File: src/rtl/serial_shifter.sv
module serial_shifter #(
  parameter int W    = 8,
  parameter int SYNC = 2
) (
  input  logic                 clk,
  input  logic                 rst_n,
  input  logic                 wr_en,
  input  logic [W-1:0]         wr_data,
  input  logic                 go,
  input  logic [$clog2(W)-1:0] cfg_len,
  input  logic                 cfg_msb_first,
  input  logic                 cfg_restart_en,
  input  logic                 ser_clk,
  input  logic                 ser_din,
  output logic                 ser_dout,
  output logic                 busy,
  output logic                 done,
  output logic [W-1:0]         data_q
);
  localparam int LW = $clog2(W);

  logic [SYNC:0] ck_sh, dt_sh;
  logic          ck_now, ck_prev, dt_now, dt_prev;
  logic          ck_rise, ck_fall, st_evt;
  logic [LW-1:0] cnt, len_q, last;
  logic          ord_q, have_bit, rx_q;
  logic [W-1:0]  shifted;
  int            nb;

  always_ff @(posedge clk or negedge rst_n)
    if (!rst_n) begin
      ck_sh <= '1;
      dt_sh <= '1;
    end else begin
      ck_sh <= {ck_sh[SYNC-1:0], ser_clk};
      dt_sh <= {dt_sh[SYNC-1:0], ser_din};
    end

  assign ck_now  = ck_sh[SYNC-1];
  assign ck_prev = ck_sh[SYNC];
  assign dt_now  = dt_sh[SYNC-1];
  assign dt_prev = dt_sh[SYNC];
  assign ck_rise = ck_now & ~ck_prev;
  assign ck_fall = ~ck_now & ck_prev;
  assign st_evt  = cfg_restart_en & ck_now & ck_prev & dt_prev & ~dt_now;

  assign last = len_q - 1'b1;
  assign nb   = (len_q == '0) ? W : int'(len_q);

  always_comb begin
    shifted = data_q;
    for (int i = 0; i < W; i++) begin
      if (ord_q) begin
        if (i == W - nb)     shifted[i] = rx_q;
        else if (i > W - nb) shifted[i] = data_q[(i + W - 1) % W];
      end else begin
        if (i == nb - 1)     shifted[i] = rx_q;
        else if (i < nb - 1) shifted[i] = data_q[(i + 1) % W];
      end
    end
  end

  always_ff @(posedge clk or negedge rst_n)
    if (!rst_n) begin
      busy     <= 1'b0;
      done     <= 1'b0;
      data_q   <= '0;
      cnt      <= '0;
      len_q    <= '0;
      ord_q    <= 1'b0;
      have_bit <= 1'b0;
      rx_q     <= 1'b0;
    end else begin
      done <= 1'b0;
      if (!busy) begin
        if (wr_en) data_q <= wr_data;
        if (go) begin
          busy     <= 1'b1;
          cnt      <= '0;
          have_bit <= 1'b0;
          len_q    <= cfg_len;
          ord_q    <= cfg_msb_first;
        end
      end else if (st_evt) begin
        cnt      <= '0;
        have_bit <= 1'b0;
      end else if (ck_rise) begin
        rx_q     <= dt_now;
        have_bit <= 1'b1;
      end else if (ck_fall && have_bit) begin
        data_q   <= shifted;
        have_bit <= 1'b0;
        cnt      <= cnt + 1'b1;
        if (cnt == last) begin
          busy <= 1'b0;
          done <= 1'b1;
        end
      end
    end

  assign ser_dout = (busy ? ord_q : cfg_msb_first) ? data_q[W-1] : data_q[0];
endmodule

File: config.mk
export PLATFORM = sky130hd
export DESIGN_NAME = serial_shifter
export DESIGN_NICKNAME = d
export VERILOG_FILES = /design/src/rtl/serial_shifter.sv
export SDC_FILE = /design/constraint.sdc
export NUM_CORES = 1
export LEC_CHECK = 0
export BUFFER_PORTS_ARGS = -buffer_cell sky130_fd_sc_hd__buf_2
export CORE_AREA = 10 10 87 74
export DETAILED_ROUTE_END_ITERATION = 12
export DIE_AREA = 0 0 97 84
export PLACE_DENSITY = 0.55
export SYNTH_ARGS = -nofsm -noshare
export SYNTH_HDL_FRONTEND = slang
export SYNTH_SLANG_ARGS = --single-unit
File: constraint.sdc
create_clock -name clk -period 3.7 [get_ports clk]
set_clock_uncertainty 0.05 [all_clocks]
set_input_delay 0.185 -clock clk [delete_from_list [all_inputs] [get_ports clk]]
set_output_delay 0.185 -clock clk [all_outputs]
set_load 0.005 [all_outputs]
==> metrics <==
global route overflow=0; clock sink count=25; cell leakage power=0.908 nW; count of endpoints failing setup in the final report=0; average routed wire per standard cell=16.5 um; post-synthesis instance total=209; endpoint of the worst hold-timing path=len_q[2]; endpoint arrival time on the critical path=3.26 ns; maximum net fanout on the critical path=14; Primary FF master, synth=dfrtp_1; cells taking the most area after synthesis=dfrtp_1 (26%), dfstp_2 (8.6%), ha_1 (6.8%); average vias per placed instance=5.52; final design area excluding fillers=0.00211 mm2; clk root buf=clkbuf_8; Routability Congestion=0.872; die width=97 um; buffers inserted during post-CTS setup optimization=0; sequential-to-total area share from yosys stat=34.4%; number of synthesized register bits=25; area after detailed placement=0.00203 mm2; H-tree lvl count=1; path type of the worst setup path=flip-flop to flip-flop; hold path startpoint=cfg_len[2]; Worst Hold Slack=0.0583 ns; r2r setup slk=0.56 ns; mux contribution to synthesized area=12.1%; antenna violation net count after detailed routing=0; core footprint=0.00481 mm2; # resized after CTS=0; overall routed net length=4910 um; Setup crit end kind=flip-flop; synthesis warning total=0; NumNets Final=265; setup repair after global routing missed its margin=no; R2R Path End=data_q[1]; initial drt markers=120; Synth-to-Final Area Change=14.3%; area of the die=0.00815 mm2; row count=23; adder-cell area share of the yosys netlist=6.79%; Yosys top cell by area=dfrtp_1; Post-Synth XOR/XNOR Area=2.38%; First-pass DRT Iterations=4; Initial Util=38.3%; element type at the critical path start=flip-flop; minimum clock period=3.14 ns; synth unique cells=49; synthesized netlist net count=238; Relative slew margins=60.3%; Data required, critical path=3.82 ns; global-route total usage across every layer=11.9%; CTS clock-pin slew for the worst setup and hold paths=0.10 ns; number of buffers inserted during clock tree synthesis=3; TritonCTS clock tree=done; layout cell share with drive strength beyond 1=24.3%; via count of the first global-routing pass=1618; number of antenna violations at the first check in global routing=0; period utilisation layout=84.9%; path category of the worst min-delay check=input pin to flip-flop; combinational family with the most area after synthesis=compound AO/OA/AOI/OAI gates; result of the run=finished clean; number of synthesized flops with an enable pin=0; sum of negative setup slack=0 ns; average cell area after synthesis=8.82 um2; achievable clock frequency=0.318 GHz; final-report max-slew violation count=0; largest voltage drop on the vdd net=312 uV; compound-gate portion of the synthesized area=20.2%; Final HPWL DP=3710 um; IO buf count=29; number of cells traversed by the worst register-to-register path=10; number of endpoints with negative hold slack in the final report=0; portion of synthesized cell area occupied by the leading cell type=25.8%; simple-gate share of the synthesized area=18.6%; pin slew with the least headroom to its limit=0.595 ns; total via count in the routed design=1638; beginning of the worst register-to-register path=len_q[1]; max-capacitance violation count=0; start point of the critical path=len_q[1]; pin count of the biggest net entering global routing=26; total power divided by cell area=900 mW/mm2; Inserted Diodes=0; hold_buf cts=3; total standard cell area after synthesis=0.00184 mm2; wire length of the first global-routing pass=8240 um; vertical die dimension=84 um; count of boundary I/O pins=30; fraction of registers with async set or reset after synthesis=100%; number of buffers on the longest clock path=2; number of remaining DRC errors=0; clock network latency to the later pin of the worst-skew pair=0.27 ns; worst hold path depth=3
[report_power, final]
part / switching, mW / internal [mW] / leakage [nW]
clock network: 0.0986 / 0.0791 / 0.0261
registers: 0.147 / 0.369 / 0.288
logic: 0.652 / 0.551 / 0.594
total: 0.897 / 0.999 / 0.908
[registers in the layout (all words and copies together) (netlist names)]
name      flops
done          1
busy          1
rx_q          1
len_q         3
dt_sh         3
data_q        8
cnt           3
ck_sh         3
ord_q         1
have_bit      1
[logic make-up after synthesis]
group,Yosys count
buf+inv,22
compound gates,58
mux,20
fa+ha+maj,10
other cells,1
xor+xnor,5
simple gates,68
flops,25
[placed cells by master (no fill, tap or decap), types with 3 or more instances in the layout]
master / instances
buf_4: 4
a21o_1: 3
nor3b_1: 3
nor2_1: 12
dlygate4sd3_1: 3
nand2_1: 27
a21oi_1: 12
dfstp_2: 6
inv_1: 8
o21ai_0: 20
xnor2_1: 4
dfrtp_1: 19
clkbuf_8: 3
mux2i_1: 5
mux2_2: 10
mux2_1: 4
nand2b_1: 4
nor2b_1: 3
nand3_1: 5
o22ai_1: 3
ha_1: 10
buf_2: 29
[critical path, stage by stage, from the launching register on]
cell	delay (ns)
dfrtp_1	0.49
inv_1	0.13
ha_1	0.25
ha_1	0.21
nand2b_1	0.14
ha_1	0.35
buf_4	0.20
nor4_1	0.26
mux2_2	0.39
a221o_1	0.31
mux2_2	0.26
[synthesized netlist by cell type (2+ instances only)]
| library cell | number |
|---|---|
| mux2_1 | 4 |
| nor4_1 | 2 |
| a22oi_1 | 2 |
| mux2i_1 | 5 |
| dfstp_2 | 6 |
| a21oi_1 | 12 |
| nand4b_1 | 2 |
| clkbuf_1 | 5 |
| nor2_1 | 12 |
| nand3_1 | 5 |
| nand2_1 | 27 |
| a21o_1 | 3 |
| inv_1 | 8 |
| dfrtp_1 | 19 |
| nand4_1 | 2 |
| nand2b_1 | 4 |
| a221o_1 | 2 |
| o21ai_0 | 20 |
| xnor2_1 | 4 |
| and2_1 | 2 |
| a221oi_1 | 2 |
| o31ai_1 | 2 |
| buf_2 | 7 |
| mux2_2 | 10 |
| nor3_1 | 2 |
| o211ai_1 | 2 |
| nor3b_1 | 3 |
| o22ai_1 | 3 |
| nor2b_1 | 3 |
| ha_1 | 10 |
[cell type report]
| cell class | count | area, um2 |
|---|---|---|
| Clock inverter | 1 | 8.76 |
| Multi-Input combinational cell | 162 | 1110 |
| Fill cell | 483 | 2700 |
| Tap cell | 62 | 77.6 |
| Inverter | 8 | 30.0 |
| Sequential cell | 25 | 633 |
| Timing Repair Buffer | 36 | 205 |
| Clock buffer | 3 | 41.3 |
[worst max-delay path by stage]
stage,to,slack (ns),cells after the start
after floorplan,data_q[0],0.42,15
after global placement,data_q[1],0.65,10
after detailed placement,data_q[1],0.57,10
after CTS,data_q[1],0.56,10
after global routing,data_q[1],0.38,10
final,data_q[1],0.56,10
[metrics by stage]
step                      std cells  util, %  setup slack, ns  total power [mW]
after floorplan                 209        -            0.415              1.42
after global placement          290     42.2            0.647              1.72
after detailed placement        290     42.2            0.570              1.71
after CTS                       297     43.8            0.560              1.90
after global routing            297     43.8            0.375              2.08
final                           297     43.8            0.557              1.90
[metal layers]
metal / GRT usage (%) / routed length (um)
met5: 0 / 0
met4: 2.01 / 42
met3: 2.98 / 253
met2: 18.2 / 2160
met1: 16.4 / 2450
Power figures use the tool's default switching activity.
